===== src/rtl/irq_seq_pkg.sv =====
package irq_seq_pkg;
  localparam logic [7:0] OP_EI     = 8'hFB;
  localparam logic [7:0] PFX_ED    = 8'hED;
  localparam logic [7:0] ACK_FLOAT = 8'hFF;
  localparam logic [7:0] RST_MASK  = 8'h38;

  localparam int TS_NMI  = 11;
  localparam int TS_RST  = 13;
  localparam int TS_TBL  = 19;
  localparam int NMI_TGT = 16'h0066;
  localparam int IM1_TGT = 16'h0038;

  typedef enum logic [1:0] {
    IFF_KEEP    = 2'd0,
    IFF_SET     = 2'd1,
    IFF_CLR     = 2'd2,
    IFF_RESTORE = 2'd3
  } iff_cmd_e;

  typedef enum logic [1:0] {
    SEL_NONE = 2'd0,
    SEL_NMI  = 2'd1,
    SEL_INT  = 2'd2
  } sel_e;

  typedef enum logic {
    ST_IDLE = 1'b0,
    ST_TBL  = 1'b1
  } st_e;
endpackage


===== src/rtl/irq_nmi_latch.sv =====
module irq_nmi_latch (
  input  logic clk,
  input  logic rst_n,
  input  logic nmi_n,
  input  logic taken,
  output logic pending
);
  logic line_q, line_d;
  logic pend_q, pend_d;
  logic fall;

  always_comb begin
    fall   = line_q & ~nmi_n;
    line_d = nmi_n;
    // a new edge wins over the clear of the request being taken
    pend_d = fall | (pend_q & ~taken);
  end

  always_ff @(posedge clk or negedge rst_n) begin
    if (!rst_n) begin
      line_q <= 1'b1;
      pend_q <= 1'b0;
    end else begin
      line_q <= line_d;
      pend_q <= pend_d;
    end
  end

  assign pending = pend_q;
endmodule


===== src/rtl/irq_arbiter.sv =====
module irq_arbiter
  import irq_seq_pkg::*;
#(
  parameter int DATA_W = 8
) (
  input  logic              at_boundary,
  input  logic              nmi_pend,
  input  logic              int_n,
  input  logic              iff1,
  input  logic [DATA_W-1:0] prev_pfx,
  input  logic [DATA_W-1:0] prev_op,
  output sel_e              sel
);
  logic after_ei;
  logic after_ret;
  logic int_ok;

  always_comb begin
    after_ei  = (prev_op == OP_EI) && (prev_pfx != PFX_ED);
    after_ret = (prev_pfx == PFX_ED) && (prev_op[7:6] == 2'b01) &&
                (prev_op[2:0] == 3'b101);
    int_ok    = ~int_n & iff1 & ~after_ei & ~after_ret;
    sel = SEL_NONE;
    if (at_boundary) begin
      if (nmi_pend)    sel = SEL_NMI;
      else if (int_ok) sel = SEL_INT;
    end
  end
endmodule


===== src/rtl/irq_iff_regs.sv =====
module irq_iff_regs
  import irq_seq_pkg::*;
(
  input  logic       clk,
  input  logic       rst_n,
  input  iff_cmd_e   cmd,
  input  logic       take_nmi,
  input  logic       take_int,
  input  logic       im_wr,
  input  logic [1:0] im_val,
  output logic       iff1,
  output logic       iff2,
  output logic [1:0] im
);
  logic       iff1_q, iff1_d;
  logic       iff2_q, iff2_d;
  logic [1:0] im_q, im_d;

  always_comb begin
    iff1_d = iff1_q;
    iff2_d = iff2_q;
    im_d   = im_q;
    if (take_int) begin
      iff1_d = 1'b0;
      iff2_d = 1'b0;
    end else if (take_nmi) begin
      iff1_d = 1'b0;
    end else begin
      case (cmd)
        IFF_SET:     begin iff1_d = 1'b1; iff2_d = 1'b1; end
        IFF_CLR:     begin iff1_d = 1'b0; iff2_d = 1'b0; end
        IFF_RESTORE: iff1_d = iff2_q;
        default:     ;
      endcase
    end
    if (im_wr) im_d = im_val;
  end

  always_ff @(posedge clk or negedge rst_n) begin
    if (!rst_n) begin
      iff1_q <= 1'b0;
      iff2_q <= 1'b0;
      im_q   <= 2'd0;
    end else begin
      iff1_q <= iff1_d;
      iff2_q <= iff2_d;
      im_q   <= im_d;
    end
  end

  assign iff1 = iff1_q;
  assign iff2 = iff2_q;
  assign im   = im_q;
endmodule


===== src/rtl/irq_target.sv =====
module irq_target
  import irq_seq_pkg::*;
#(
  parameter int ADDR_W = 16,
  parameter int DATA_W = 8,
  parameter int TS_W   = 5
) (
  input  logic [1:0]        im,
  input  logic [DATA_W-1:0] ack_byte,
  output logic [ADDR_W-1:0] target,
  output logic [TS_W-1:0]   cost,
  output logic              use_table
);
  always_comb begin
    use_table = 1'b0;
    cost      = TS_W'(TS_RST);
    target    = ADDR_W'(IM1_TGT);
    case (im)
      2'd0: target = ADDR_W'(ack_byte & RST_MASK);
      2'd2: begin
        use_table = 1'b1;
        cost      = TS_W'(TS_TBL);
        target    = '0;
      end
      default: ;
    endcase
  end
endmodule


===== src/rtl/irq_ack_seq.sv =====
module irq_ack_seq
  import irq_seq_pkg::*;
#(
  parameter int ADDR_W      = 16,
  parameter int DATA_W      = 8,
  parameter int TS_W        = 5,
  parameter bit LD_IR_QUIRK = 1'b1
) (
  input  logic              clk,
  input  logic              rst_n,
  input  logic              nmi_n,
  input  logic              int_n,
  input  logic              boundary,
  input  logic              halt_in,
  input  logic              ld_a_ir,
  input  logic [DATA_W-1:0] prev_pfx,
  input  logic [DATA_W-1:0] prev_op,
  input  logic [DATA_W-1:0] i_reg,
  input  logic              ack_valid,
  input  logic [DATA_W-1:0] ack_data,
  input  logic [ADDR_W-1:0] cur_pc,
  input  logic [1:0]        iff_cmd,
  input  logic              im_wr,
  input  logic [1:0]        im_val,
  input  logic [ADDR_W-1:0] vec_data,
  output logic              iff1,
  output logic              iff2,
  output logic [1:0]        im_mode,
  output logic              vec_rd,
  output logic [ADDR_W-1:0] vec_addr,
  output logic              resp_valid,
  output logic              resp_nmi,
  output logic [ADDR_W-1:0] new_pc,
  output logic [ADDR_W-1:0] ret_pc,
  output logic [TS_W-1:0]   tstates,
  output logic              r_inc,
  output logic              halt_clr,
  output logic              pv_clr
);
  localparam int PTR_W = 2 * DATA_W;

  st_e               st_q, st_d;
  sel_e              sel;
  logic              nmi_pend;
  logic              at_bnd;
  logic              take_nmi, take_int;
  logic [DATA_W-1:0] ack_byte;
  logic [ADDR_W-1:0] tgt;
  logic [TS_W-1:0]   cost;
  logic              use_tbl;
  logic              pv_req;

  // held across the table-read cycle
  logic [ADDR_W-1:0] hold_ret_q, hold_ret_d;
  logic              hold_halt_q, hold_halt_d;
  logic              hold_pv_q, hold_pv_d;
  logic [ADDR_W-1:0] vaddr_q, vaddr_d;

  // response registers
  logic              rv_q, rv_d;
  logic              rn_q, rn_d;
  logic [ADDR_W-1:0] npc_q, npc_d;
  logic [ADDR_W-1:0] rpc_q, rpc_d;
  logic [TS_W-1:0]   ts_q, ts_d;
  logic              ri_q, ri_d;
  logic              hc_q, hc_d;
  logic              pc_q, pc_d;

  assign at_bnd   = boundary & (st_q == ST_IDLE);
  assign ack_byte = ack_valid ? ack_data : ACK_FLOAT;
  assign take_nmi = (sel == SEL_NMI);
  assign take_int = (sel == SEL_INT);

  generate
    if (LD_IR_QUIRK) begin : g_pv_on
      assign pv_req = ld_a_ir;
    end else begin : g_pv_off
      assign pv_req = 1'b0;
    end
  endgenerate

  irq_nmi_latch u_nmi (
    .clk     (clk),
    .rst_n   (rst_n),
    .nmi_n   (nmi_n),
    .taken   (take_nmi),
    .pending (nmi_pend)
  );

  irq_arbiter #(.DATA_W(DATA_W)) u_arb (
    .at_boundary (at_bnd),
    .nmi_pend    (nmi_pend),
    .int_n       (int_n),
    .iff1        (iff1),
    .prev_pfx    (prev_pfx),
    .prev_op     (prev_op),
    .sel         (sel)
  );

  irq_iff_regs u_iff (
    .clk      (clk),
    .rst_n    (rst_n),
    .cmd      (iff_cmd_e'(iff_cmd)),
    .take_nmi (take_nmi),
    .take_int (take_int),
    .im_wr    (im_wr),
    .im_val   (im_val),
    .iff1     (iff1),
    .iff2     (iff2),
    .im       (im_mode)
  );

  irq_target #(.ADDR_W(ADDR_W), .DATA_W(DATA_W), .TS_W(TS_W)) u_tgt (
    .im        (im_mode),
    .ack_byte  (ack_byte),
    .target    (tgt),
    .cost      (cost),
    .use_table (use_tbl)
  );

  always_comb begin
    st_d        = st_q;
    hold_ret_d  = hold_ret_q;
    hold_halt_d = hold_halt_q;
    hold_pv_d   = hold_pv_q;
    vaddr_d     = vaddr_q;
    rv_d  = 1'b0;
    rn_d  = 1'b0;
    npc_d = npc_q;
    rpc_d = rpc_q;
    ts_d  = ts_q;
    ri_d  = 1'b0;
    hc_d  = 1'b0;
    pc_d  = 1'b0;
    case (st_q)
      ST_IDLE: begin
        if (take_nmi) begin
          rv_d  = 1'b1;
          rn_d  = 1'b1;
          npc_d = ADDR_W'(NMI_TGT);
          rpc_d = cur_pc;
          ts_d  = TS_W'(TS_NMI);
          ri_d  = 1'b1;
          hc_d  = halt_in;
        end else if (take_int && !use_tbl) begin
          rv_d  = 1'b1;
          npc_d = tgt;
          rpc_d = cur_pc;
          ts_d  = cost;
          ri_d  = 1'b1;
          hc_d  = halt_in;
          pc_d  = pv_req;
        end else if (take_int) begin
          st_d        = ST_TBL;
          hold_ret_d  = cur_pc;
          hold_halt_d = halt_in;
          hold_pv_d   = pv_req;
          vaddr_d     = ADDR_W'(PTR_W'({i_reg, ack_byte}));
        end
      end
      ST_TBL: begin
        st_d  = ST_IDLE;
        rv_d  = 1'b1;
        npc_d = vec_data;
        rpc_d = hold_ret_q;
        ts_d  = TS_W'(TS_TBL);
        ri_d  = 1'b1;
        hc_d  = hold_halt_q;
        pc_d  = hold_pv_q;
      end
      default: st_d = ST_IDLE;
    endcase
  end

  always_ff @(posedge clk or negedge rst_n) begin
    if (!rst_n) begin
      st_q        <= ST_IDLE;
      hold_ret_q  <= '0;
      hold_halt_q <= 1'b0;
      hold_pv_q   <= 1'b0;
      vaddr_q     <= '0;
      rv_q  <= 1'b0;
      rn_q  <= 1'b0;
      npc_q <= '0;
      rpc_q <= '0;
      ts_q  <= '0;
      ri_q  <= 1'b0;
      hc_q  <= 1'b0;
      pc_q  <= 1'b0;
    end else begin
      st_q        <= st_d;
      hold_ret_q  <= hold_ret_d;
      hold_halt_q <= hold_halt_d;
      hold_pv_q   <= hold_pv_d;
      vaddr_q     <= vaddr_d;
      rv_q  <= rv_d;
      rn_q  <= rn_d;
      npc_q <= npc_d;
      rpc_q <= rpc_d;
      ts_q  <= ts_d;
      ri_q  <= ri_d;
      hc_q  <= hc_d;
      pc_q  <= pc_d;
    end
  end

  assign vec_rd     = (st_q == ST_TBL);
  assign vec_addr   = vaddr_q;
  assign resp_valid = rv_q;
  assign resp_nmi   = rn_q;
  assign new_pc     = npc_q;
  assign ret_pc     = rpc_q;
  assign tstates    = ts_q;
  assign r_inc      = ri_q;
  assign halt_clr   = hc_q;
  assign pv_clr     = pc_q;
endmodule


===== config.mk =====
export PLATFORM = sky130hd
export DESIGN_NAME = irq_ack_seq
export DESIGN_NICKNAME = d
export VERILOG_FILES = /design/src/rtl/irq_seq_pkg.sv /design/src/rtl/irq_nmi_latch.sv /design/src/rtl/irq_arbiter.sv /design/src/rtl/irq_iff_regs.sv /design/src/rtl/irq_target.sv /design/src/rtl/irq_ack_seq.sv
export SDC_FILE = /design/constraint.sdc
export NUM_CORES = 1
export LEC_CHECK = 0
export ABC_AREA = 1
export BUFFER_PORTS_ARGS = -buffer_cell sky130_fd_sc_hd__buf_2
export CELL_PAD_IN_SITES_DETAIL_PLACEMENT = 0
export CELL_PAD_IN_SITES_GLOBAL_PLACEMENT = 1
export CORE_MARGIN = 4
export CORE_UTILIZATION = 32
export CTS_CLUSTER_SIZE = 14
export DETAILED_ROUTE_END_ITERATION = 7
export PLACE_DENSITY_LB_ADDON = 0.12
export SLEW_MARGIN = 20
export SYNTH_ARGS = -nofsm -noshare
export SYNTH_HDL_FRONTEND = slang
export SYNTH_SLANG_ARGS = --single-unit

===== constraint.sdc =====
create_clock -name clk -period 1.4 [get_ports clk]
set_input_delay 0.07 -clock clk [delete_from_list [all_inputs] [get_ports clk]]
set_output_delay 0.07 -clock clk [all_outputs]
set_load 0.01 [all_outputs]

# After elaboration in Yosys (flattened, before gate mapping)
# Cells that the tools add are included.
[op_classes]
div_mod_pow = 0
multipliers = 0
n_eq_ne = 13
n_addsub = 0
bitwise_logic = 14
n_shift = 0
n_lt_le_gt_ge = 0
mux = 37
n_reduce_logical = 10
[ops]
columns = ["cell", "n"]
rows = [
  ["16-bit 2-to-1 mux", 4],
  ["16-bit one-hot mux with 2 select lines", 2],
  ["8-bit == test (second input constant)", 2],
  ["1-bit 2-to-1 mux", 16],
  ["5-bit 2-to-1 mux", 3],
  ["6-bit one-hot mux with 2 select lines", 1],
  ["1-bit one-hot mux with 2 select lines", 5],
  ["5-bit one-hot mux with 2 select lines", 1],
  ["2-bit == test (second input constant)", 4],
  ["8-bit 2-to-1 mux", 1],
  ["8-bit != test (second input constant)", 1],
  ["1-bit NOT", 7],
  ["1-bit AND", 6],
  ["2-bit by 1-bit == test with 1-bit output (second input constant)", 3],
  ["2-bit 2-to-1 mux", 3],
  ["5-bit nonzero test", 1],
  ["1-bit logical AND", 4],
  ["4-bit AND reduction", 1],
  ["3-bit == test (second input constant)", 1],
  ["3-bit by 1-bit != test with 1-bit output (second input constant)", 1],
  ["1-bit one-hot mux with 3 select lines", 1],
  ["3-bit nonzero test", 1],
  ["2-bit logical NOT", 1],
  ["2-bit != test (second input constant)", 1],
  ["3 further kinds", 3],
]
[word_totals]
inputBits = 77
latch_bits = 0
out_inout_bits = 63
reg_bits = 82
rom_bits = 0
mem_bits_rw = 0
mem_count = 0
elab_cells = 91

# Depth between registers and ports, before layout
# Gate-level depths: netlist of run 1.
[depth]
depth_word = 13
depth_mapped = 12
ltp_nobuf = 11

# Cells and area by module
# A second synthesis of run 1 with hierarchy kept.
[unflattened]
hier_cells = 549
hier_area_um2 = 4127.7
[by_module_without_submodules]
columns = ["module", "instances", "area_each_um2", "cells_per_inst", "seq_area_each_um2"]
rows = [
  ["irq_ack_seq", 1, 3564.7, 458, 1901.8],
  ["irq_iff_regs", 1, 186.4, 25, 100.1],
  ["irq_target", 1, 175.2, 29, 0.0],
  ["irq_arbiter", 1, 131.4, 30, 0.0],
  ["irq_nmi_latch", 1, 70.1, 7, 51.3],
]

# Worst setup path before layout of run 1
# No wires, ideal clock.
[synth_path]
path_kind = "register to register"
startpoint = "reg st_q (netlist: vec_rd)"
endpoint = "reg vaddr_q[0] (netlist: vec_addr[0])"
setup_ps = 120
required_time_ps = 1280
n_path_buf = 2
t_arrival_ps = 1327
slack_ps = -48
synth_period_minus_slack_ps = 1448
path_stages_with_launch = 9
path_cell_list = "dfrtp_1 > buf_6 > inv_6 > nand2_4 > nor2_8 > nand3_4 > buf_2 > o21ai_0 > nand2_1"
[synth_via]
elab_chain_len = 7
elab_cells_between_ends = 9
classes_between = "eq/ne: 2; mux: 1; bitwise: 4; reduce/logical: 2"
[synth_rtl]
columns = ["item", "line", "source"]
rows = [
  ["start, declared", "irq_ack_seq.sv:42", "st_e st_q, st_d;"],
  ["start signal, assigned", "irq_ack_seq.sv:191", "st_q <= st_d;"],
  ["1-bit NOT (no line) (*)", "n/a", ""],
  ["1-bit AND", "irq_ack_seq.sv:69", "assign at_bnd = boundary & (st_q == ST_IDLE);"],
  ["2-bit 2-to-1 mux", "irq_arbiter.sv:24", "if (at_boundary) begin"],
  ["2-bit == test", "irq_ack_seq.sv:72", "assign take_int = (sel == SEL_INT);"],
  ["1-bit logical AND", "irq_ack_seq.sv:145", "end else if (take_int && !use_tbl) begin"],
  ["1-bit NOT (no line)", "n/a", ""],
  ["4-bit AND reduction (no line) (*)", "n/a", ""],
  ["end signal, assigned", "irq_ack_seq.sv:195", "vaddr_q <= vaddr_d;"],
  ["end, declared", "irq_ack_seq.sv:57", "logic [ADDR_W-1:0] vaddr_q, vaddr_d;"],
]
# Mark *: on every way between the ends. The rest lies on a longest branch, timed or not.
# A chain may end at the register's enable or synchronous reset.

# Worst setup path after layout of run 1
[layout_path]
startpoint = "reg u_nmi.pend_q (netlist: u_nmi.pending)"
endpoint = "reg hold_ret_q[15]"
[layout_via]
elab_chain_len = 6
elab_cells_between_ends = 8
classes_between = "eq/ne: 2; mux: 2; bitwise: 2; reduce/logical: 2"
[layout_rtl]
columns = ["item", "line", "source"]
rows = [
  ["start, declared", "irq_nmi_latch.sv:9", "logic pend_q, pend_d;"],
  ["start signal, assigned", "irq_nmi_latch.sv:25", "pend_q <= pend_d;"],
  ["2-bit 2-to-1 mux (*)", "irq_arbiter.sv:25", "if (nmi_pend) sel = SEL_NMI;"],
  ["2-bit 2-to-1 mux (*)", "irq_arbiter.sv:24", ""],
  ["2-bit == test", "irq_ack_seq.sv:72", ""],
  ["1-bit logical AND", "irq_ack_seq.sv:145", ""],
  ["1-bit NOT (no line)", "n/a", ""],
  ["4-bit AND reduction (no line) (*)", "n/a", ""],
  ["end signal, assigned", "irq_ack_seq.sv:192", "hold_ret_q <= hold_ret_d;"],
  ["end, declared", "irq_ack_seq.sv:54", "logic [ADDR_W-1:0] hold_ret_q, hold_ret_d;"],
]
# Marked as above.

==> run summary, run 1 <==
Final Wtd Congestion: 0.723
Clock Path Buffers: 2
wire length per cell: 14.1 µm
layout cell share with drive strength beyond 1: 37.9%
crit path max fanout: 7
CTS tree: yes
pre-CTS setup slack: -0.0959 ns
num rows: 39
CP Data Required Time: 1.66 ns
commonest cells after routing, fill and taps aside: nand2_1, buf_2, dfrtp_1, dlygate4sd3_1, nand3_1
Worst Slack Setup Final: -0.0734 ns
fin. max-slew vios: 0
synth unique cells: 29
clk_lat worst skew: 0.34 ns
fin crit share: 105%
Worst Setup End Kind: flip-flop
Util after Layout: 51.3%
worst vdd ir: 0.737 mV
Max Clock Skew: 0.00922 ns
# DRC: 0
cells after synthesis: 441
Final Setup Violations: 60
Adder-Cell Fraction of Synth Area: 0%
Post-Synth XOR/XNOR Area: 0%
clk sinks: 82
fmax: 0.679 GHz
die area: 13,400 µm²
pin count of the biggest net entering global routing: 32
post-synthesis register bit count: 82
Post-Synth Simple-Gate Area: 29.0%
post-synthesis sequential area ratio: 55.2%
Initial Util: 32.6%
IO Pins: 140
via count: 3,647
post-synthesis area per instance: 8.43 µm²
hold slack: 0.0298 ns
die height: 116 µm
first-pass GRT wire length: 18,100 µm
Num CTS Buffers: 9
port buffer count: 139
critical path type: reg -> reg
DR pass1 iterations: 5
Slew @ Worst Pin: 0.436 ns
First DRT Iteration DRCs: 118
hold crit path type: in -> reg
Hold Vio Cnt, Final: 0
fin cells: 803
initial antenna violation count: 0
root buffer cell: clkbuf_16
mux contribution to synthesized area: 0%
PwrDens: 1260 nW/µm²
Crit path arrival time: 1.73 ns
crit path launch type: flip-flop
Synthesis Warnings: 0
Final nets: 732
placed insts: 726
clock transition at the registers of the reported paths: 0.07 ns
gr usage total: 17.3%
commonest non-fill, non-tap cell in the layout: nand2_1
routed vias/inst: 4.54
max-cap violation count: 0
via count of the first global-routing pass: 3,611
Synthesized Nets: 518
unrepaired setup endpoints after global routing: yes
core box area: 11,400 µm²
crit path time final: 1.47 ns
ANT nets after route: 0
antenna cell count: 0
synthesized cell area: 3720 µm²
violated checks: setup timing
Routed WL: 11,400 µm
Hold Path Stages: 4
leakage power: 3.23 nW
Die W: 116 µm
main combinational cell family by area after synthesis: simple AND/OR/NAND/NOR gates
H-tree levels: 3
run status: finished, violations left
# fillers: 1,101
Synth Area in Compound Gates: 8.17%
DPL Wire Length: 7790 µm
R2R depth: 9
GRT overflow: 0
Syn-to-layout area delta: 57.4%
Worst slew margin: 70.9%
-- cells in the mapped netlist (all sizes together) --
library cell | instances | area, µm²
nand3 | 40 | 218
buf | 16 | 124
dfstp | 1 | 26.3
o21ai | 56 | 280
clkbuf | 8 | 32.5
nand2 | 182 | 708
inv | 32 | 128
a21oi | 2 | 10.0
o22ai | 1 | 6.26
o211ai | 1 | 7.51
dfrtp | 81 | 2030
nand4 | 4 | 40.0
nand3b | 1 | 7.51
nor2 | 14 | 92.6
or2 | 2 | 12.5
-- registers in the layout (all words and copies together), names as in the netlist --
register       count
hold_halt_q        1
u_nmi.line_q       1
u_nmi.pending      1
new_pc            16
vec_rd             1
u_iff.iff1         1
vec_addr          16
pv_clr             1
hold_ret_q        16
halt_clr           1
u_iff.iff2         1
r_inc              1
hold_pv_q          1
ret_pc            16
resp_nmi           1
tstates            5
u_iff.im           2
-- path summary, 6_finish.rpt --
path | from | end | slack, ns
worst max-delay path | u_nmi.pending$_DFF_PN0_ | hold_ret_q[15]$_DFFE_PN0P_ | -0.07
worst min-delay path | iff_cmd[1] | u_iff.iff2$_DFFE_PN0P_ | 0.03
worst max register to register | u_nmi.pending$_DFF_PN0_ | hold_ret_q[15]$_DFFE_PN0P_ | -0.07
worst min register to register | vec_addr[4]$_DFFE_PN0P_ | vec_addr[4]$_DFFE_PN0P_ | 0.47
max in group asynchronous | rst_n | vec_rd$_DFF_PN0_ | 0.66
min in group asynchronous | rst_n | new_pc[14]$_DFFE_PN0P_ | 0.22
-- area by class of cell --
class	count	area, µm²	area share [%]
clock buffers	9	225	3.85
clock inverters	7	82.6	1.41
inverters	32	130	2.22
multi-input cells	303	1540	26.2
flip-flops and latches	82	2050	35.1
well taps	143	179	3.06
repair buffers	227	1650	28.1
-- timing repair --
action                                  CTS  global route
hold buffers                             49             0
endpoints found under the setup margin   70            75
pin swaps                                 2             6
hold endpoints to repair                 76             0
resized for setup                        29            56
buffers inserted                          7             4
gates cloned                              1             3
-- layer usage --
layer  track usage [%]  wire length [µm]
met3              3.86               711
met2              28.5              5470
met5                 0                 0
met1              22.7              5030
met4              5.57               147
-- report_power, final --
group          leakage, nW  internal (mW)  switching (mW)
logic                 2.05          0.824           0.959
clock network        0.145           1.41            1.03
registers             1.03           2.89           0.265
-- worst max-delay path, cell delays in order (launching register included) --
cell       delay, ns
dfrtp_1         0.39
inv_2           0.08
nand3_4         0.10
nor2_8          0.15
nand3_4         0.15
nor2_8          0.14
buf_6           0.13
clkbuf_16       0.16
nand2_2         0.04
o21ai_1         0.06
-- stage by stage --
stage               total power [mW]  TNS (ns)  cell area (µm²)
floorplan                       3.95   -0.0593             3740
global placement                4.72     -1.23             4710
detailed placement              4.75     -2.62             4710
CTS                             7.38     -1.83             5620
global route                    7.86     -9.40             5850
finish                          7.38     -2.38             5850
-- logic make-up (layout without fill, tap and decap cells) --
| group | after synthesis | in the layout |
|---|---|---|
| AOI/OAI and AO/OA | 60 | 60 |
| and+or+nand+nor | 243 | 243 |
| buffers and inverters | 56 | 275 |
| DFF | 82 | 82 |
Note: power is estimated with default switching activity, not from simulation.
==> run 2: changes to the inputs <==
--- a/config.mk
+++ b/config.mk
@@ -5,12 +5,11 @@
 export SDC_FILE = /design/constraint.sdc
 export NUM_CORES = 1
 export LEC_CHECK = 0
-export ABC_AREA = 1
 export BUFFER_PORTS_ARGS = -buffer_cell sky130_fd_sc_hd__buf_2
 export CELL_PAD_IN_SITES_DETAIL_PLACEMENT = 0
 export CELL_PAD_IN_SITES_GLOBAL_PLACEMENT = 1
 export CORE_MARGIN = 4
-export CORE_UTILIZATION = 32
+export CORE_UTILIZATION = 34
 export CTS_CLUSTER_SIZE = 14
 export DETAILED_ROUTE_END_ITERATION = 7
 export PLACE_DENSITY_LB_ADDON = 0.12
==> run 2 against run 1 <==
  * The run still ends with setup timing left
  * Die area decreased by 9.1%
  * Final cell count fell by 21%
  * Combinational power rose by 19%
  * Sequential power up 2%
  * Register-to-register slack worse by 0.31 ns
  * Core utilization up 5.5 points
  * Critical path depth shrank 2
  * Via count down 21%
  * Count of clock-buffer cells in the layout unchanged
  * Setup slack got worse by 0.31 ns
  * Flip-flop and latch count did not move
  * Clock power down 20%
  * Critical path type unchanged
  * Critical endpoint is now ret_pc[1]$_DFFE_PN0P_
==> run summary, run 2 <==
GRT overflow: 0
H-tree levels: 3
top cells by area, synth: dfrtp_1, mux2_2, mux2_4
Final Cell Area: 5840 µm²
Routed WL: 9880 µm
number of synthesized flops with an enable pin: 0
pin count of the biggest net entering global routing: 35
die height: 110 µm
commonest non-fill, non-tap cell in the layout: buf_2
fin. max-slew vios: 0
share of the synthesized area in the top cell type: 56.8%
delay-heaviest family, CP: simple AND/OR/NAND/NOR gates
CP bufs+invs: 2
Hold Path Stages: 2
First DRT Iteration DRCs: 61
top cells by count, synth: dfrtp_1, mux2_2, mux2_4
Hold Vio Cnt, Final: 0
root buffer cell: clkbuf_8
fin cells: 635
die area: 12,200 µm²
post-synthesis async set-or-reset flop share: 100%
initial antenna violation count: 0
Crit path arrival time: 2.03 ns
Post-DP Area: 4580 µm²
Slew @ Worst Pin: 0.407 ns
routing usage on met3: 5.59%
antenna cell count: 0
Initial Util: 34.7%
M2 GR Usage: 26.0%
Max Clock Skew: 0.00349 ns
synthesized cell area: 3570 µm²
first-pass GRT wire length: 15,800 µm
run status: finished, violations left
crit path launch type: flip-flop
hold crit path type: in -> reg
M1 GR Usage: 20.0%
ys flop type: dfrtp_1
clk sinks: 82
fmax: 0.560 GHz
gr usage total: 15.9%
Die W: 110 µm
via count: 2,898
P_int: 5.22 mW
port buffer count: 139
num rows: 37
CP cell instances: nor2b_4 -> nand3_4 -> nor4b_4 -> nand2b_4 -> buf_12 -> buf_12 -> mux2_4
synth unique cells: 38
leakage power: 2.90 nW
Synthesis Warnings: 0
crit path time final: 1.79 ns
hold slack: 0.0170 ns
unrepaired setup endpoints after global routing: yes
commonest cells after routing, fill and taps aside: buf_2, dfrtp_1, dlygate4sd3_1, mux2_4
R2R depth: 7
crit path max fanout: 7
PwrDens: 1250 nW/µm²
Worst Slack Setup Final: -0.386 ns
Num CTS Buffers: 9
core box area: 10,300 µm²
post-synthesis area per instance: 13.5 µm²
Top cell by count, worst path: buf_12
wire length per cell: 15.6 µm
most common cell in the synthesized netlist: dfrtp_1
clk_lat worst skew: 0.35 ns
sequential power share: 44.4%
Tot Pwr: 7.29 mW
routed vias/inst: 4.56
worst vdd ir: 0.795 mV
GRT busiest layer: met2
Clock Path Buffers: 2
Final Setup Violations: 76
DR pass1 iterations: 4
switch share: 28.3%
max-cap violation count: 0
Worst Setup End Kind: flip-flop
DPL Wire Length: 6200 µm
Synthesized Nets: 341
Crit path largest cell delay: 0.43 ns
violated checks: setup timing
CP Data Required Time: 1.64 ns
# DRC: 0
placed insts: 547
Synth area leader: dfrtp_1
stages on the worst setup path: 7
clock share of power: 26.6%
layout cell share with drive strength beyond 1: 57.7%
Worst slew margin: 72.9%
via count of the first global-routing pass: 3,114
IO Pins: 140
cells after synthesis: 264
critical path type: reg -> reg
Util after Layout: 56.8%
Psw: 2.06 mW
post-synthesis sequential area ratio: 57.6%
post-synthesis register bit count: 82
slowest CP cell: dfrtp_2
Syn-to-layout area delta: 63.7%
combinational power share: 29.0%
Final nets: 571
fin crit share: 128%
Final Wtd Congestion: 0.719
CTS tree: yes
ANT nets after route: 0
clock transition at the registers of the reported paths: 0.09 ns
run 2: layout make-up:
type,count,area (µm²)
clock inverters,7,101
multi-input cells,155,1600
repair buffers,233,1740
fillers,895,4440
clock buffers,9,124
inverters,13,51.3
well taps,136,170
flip-flops and latches,82,2050
run 2: kinds of logic after synthesis:
family	after synthesis	synth area share (%)
flip-flops	82	57.6
multiplexers	62	21.3
AO/OA/AOI/OAI	41	8.46
buffers and inverters	27	3.72
AND/OR/NAND/NOR	52	8.98
run 2: power groups by stage:
stage	Sequential [mW]	Combinational, mW	Clock (mW)
floorplan	3.40	0.742	0
global placement	3.22	1.65	0
detailed placement	3.24	1.68	0
CTS	3.21	1.94	2.01
global route	3.31	2.30	2.12
finish	3.23	2.12	1.94
run 2: worst reg2reg max path, delay by kind of cell (launching register included):
| kind | cells | cell delay [ns] |
|---|---|---|
| and+or+nand+nor | 4 | 0.72 |
| DFF | 1 | 0.43 |
| muxes | 1 | 0.30 |
| buffers and inverters | 2 | 0.23 |
run 2: metrics by stage:
stage	setup WS [ns]	TNS, ns
2_1_floorplan	-0.487	-22.75
3_3_place_gp	-0.437	-26.48
3_5_place_dp	-0.461	-27.76
4_1_cts	-0.366	-20.25
5_1_grt	-0.479	-24.74
6_report	-0.386	-18.49
run 2: timing repair:
item / in CTS / in global routing
hold endpoints to repair: 116 / 0
endpoints found under the setup margin: 75 / 78
cloned: 2 / 3
buffers inserted: 11 / 7
hold buffers: 53 / 0
gates resized for setup: 26 / 49
pin swaps: 3 / 6
run 2: final timing paths:
kind | slack, ns | startpoint | to
min in group asynchronous | 0.20 | rst_n | new_pc[8]$_DFFE_PN0P_
min | 0.02 | ack_valid | vec_addr[6]$_DFFE_PN0P_
max | -0.39 | vec_rd$_DFF_PN0_ | ret_pc[1]$_DFFE_PN0P_
max in group asynchronous | 0.64 | rst_n | u_nmi.line_q$_DFF_PN1_
min reg2reg | 0.48 | hold_halt_q$_DFFE_PN0P_ | halt_clr$_DFF_PN0_
max reg2reg | -0.39 | vec_rd$_DFF_PN0_ | ret_pc[1]$_DFFE_PN0P_
run 2: per-layer routing:
layer	vias up	share of wire, %
met4	0	0.66
met3	6	6.3
met2	90	48
li1	1391	-
met1	1411	45
met5	-	0
==> run 3: changes to the inputs <==
--- a/config.mk
+++ b/config.mk
@@ -5,7 +5,7 @@
 export SDC_FILE = /design/constraint.sdc
 export NUM_CORES = 1
 export LEC_CHECK = 0
-export BUFFER_PORTS_ARGS = -buffer_cell sky130_fd_sc_hd__buf_2
+export BUFFER_PORTS_ARGS = -buffer_cell sky130_fd_sc_hd__buf_4
 export CELL_PAD_IN_SITES_DETAIL_PLACEMENT = 0
 export CELL_PAD_IN_SITES_GLOBAL_PLACEMENT = 1
 export CORE_MARGIN = 4
@@ -13,7 +13,7 @@
 export CTS_CLUSTER_SIZE = 14
 export DETAILED_ROUTE_END_ITERATION = 7
 export PLACE_DENSITY_LB_ADDON = 0.12
-export SLEW_MARGIN = 20
+export SLEW_MARGIN = 0
 export SYNTH_ARGS = -nofsm -noshare
 export SYNTH_HDL_FRONTEND = slang
 export SYNTH_SLANG_ARGS = --single-unit
==> run 3 against run 2 <==
  * Largest power group unchanged
  * Non-clock buffer count up 8
  * Core utilization up 5.5 points
  * Via count up 1.2%
  * Setup slack better by 0.068 ns
  * The flow still finishes with violations (setup timing)
==> run summary, run 3 (synthesis results as in run 2) <==
crit path launch type: flip-flop
Clock Path Buffers: 2
layout cell share with drive strength beyond 1: 59.6%
DR pass1 iterations: 4
Worst Hold Endpoint: u_iff.iff1$_DFFE_PN0P_
First DRT Iteration DRCs: 104
port buffer count: 139
worst vdd ir: 0.777 mV
fin. max-slew vios: 0
leakage power: 3.11 nW
RR Startpoint: vec_rd$_DFF_PN0_
worst hold start: iff_cmd[1]
ANT nets after route: 0
antenna cell count: 0
die height: 110 µm
Routed WL: 10,500 µm
# DRC: 0
num rows: 37
via count of the first global-routing pass: 3,200
GRT overflow: 0
Post-DP Area: 4910 µm²
Util after Layout: 62.3%
initial antenna violation count: 0
violated checks: setup timing
Setup TNS: -16.65 ns
Crit path arrival time: 1.96 ns
Syn-to-layout area delta: 79.6%
CP Data Required Time: 1.64 ns
IO Pins: 140
# fillers: 810
fin cells: 643
clk sinks: 82
Num CTS Buffers: 9
commonest cells after routing, fill and taps aside: buf_4, dfrtp_1, dlygate4sd3_1, mux2_4, mux2_2
critical path type: reg -> reg
CTS tree: yes
PwrDens: 1200 nW/µm²
clk_lat worst skew: 0.36 ns
DPL Wire Length: 6340 µm
core box area: 10,300 µm²
commonest non-fill, non-tap cell in the layout: buf_4
Worst Setup End Kind: flip-flop
Final Wtd Congestion: 0.715
root buffer cell: clkbuf_8
Die W: 110 µm
Final nets: 579
hold crit path type: in -> reg
crit path time final: 1.72 ns
Initial Util: 34.7%
max-cap violation count: 0
Worst slew margin: 69.1%
Hold Vio Cnt, Final: 0
routed vias/inst: 4.56
H-tree levels: 3
pre-CTS setup slack: -0.491 ns
fmax: 0.582 GHz
via count: 2,932
Max Clock Skew: 0.0159 ns
Worst Slack Setup Final: -0.318 ns
R2R depth: 6
Slew @ Worst Pin: 0.464 ns
first-pass GRT wire length: 16,500 µm
flop2flop setup slack: -0.32 ns
RR Endpoint: ret_pc[5]$_DFFE_PN0P_
Final Cell Area: 6400 µm²
fin crit share: 123%
die area: 12,200 µm²
pin count of the biggest net entering global routing: 37
unrepaired setup endpoints after global routing: yes
run status: finished, violations left
wire length per cell: 16.3 µm
placed insts: 545
Hold Path Stages: 3
crit path max fanout: 5
Final Setup Violations: 76
clock transition at the registers of the reported paths: 0.09 ns
gr usage total: 16.7%
run 3: routing by layer:
| layer | GRT usage [%] | wire, µm | vias up | share of wire [%] |
|---|---|---|---|---|
| li1 | - | - | 1413 | - |
| met1 | 21.5 | 4670 | 1410 | 44 |
| met2 | 27.0 | 5030 | 98 | 48 |
| met3 | 5.42 | 685 | 11 | 6.5 |
| met4 | 4.76 | 120 | 0 | 1.1 |
| met5 | 0 | 0 | - | 0 |
run 3: final cells by class:
type	count	area [µm²]	share of cell area, %
clock buffers	9	124	1.93
flip-flops and latches	82	2050	32.1
repair buffers	241	2240	34.9
clock inverters	7	106	1.66
inverters	13	61.3	0.957
well taps	136	170	2.66
multi-input cells	155	1650	25.8
run 3: worst max-delay path by stage:
stage	from	end	slack [ns]	depth (start not counted)
2_1_floorplan	vec_rd$_DFF_PN0_	ret_pc[0]$_DFFE_PN0P_	-0.49	6
3_3_place_gp	prev_pfx[0]	ret_pc[10]$_DFFE_PN0P_	-0.47	6
3_5_place_dp	prev_pfx[0]	new_pc[4]$_DFFE_PN0P_	-0.49	7
4_1_cts	vec_rd$_DFF_PN0_	vec_addr[3]$_DFFE_PN0P_	-0.33	6
5_1_grt	vec_rd$_DFF_PN0_	ret_pc[0]$_DFFE_PN0P_	-0.39	6
6_report	vec_rd$_DFF_PN0_	ret_pc[5]$_DFFE_PN0P_	-0.32	6
run 3: worst max-delay path, stage by stage (launching register included):
cell and delay, ns:
dfrtp_2 0.43, nor2b_4 0.14, nand3_4 0.11, nor4b_4 0.26, nand2b_4 0.24, buf_12 0.13, mux2_4 0.29
run 3: through the flow:
step | total power [mW] | hold slack, ns
after global placement | 5.17 | 0.00607
after floorplan | 4.14 | -0.226
final | 7.68 | 0.0780
after detailed placement | 5.20 | 0.00682
after global routing | 8.13 | 0.0538
after CTS | 7.45 | 0.0608
run 3: what timing repair did:
action,in CTS,in global routing
hold endpoints to repair,136,0
setup endpoints to repair,75,78
cloned,4,5
setup buffers,12,8
hold buffers,54,0
pin swaps,4,10
resized for setup,28,72
run 3: power breakdown:
part / total [mW] / internal [mW] / switching [mW]
Sequential: 3.27 / 2.92 / 0.345
Combinational: 2.42 / 1.56 / 0.857
Clock: 1.99 / 1.04 / 0.955
Total: 7.68 / 5.52 / 2.16
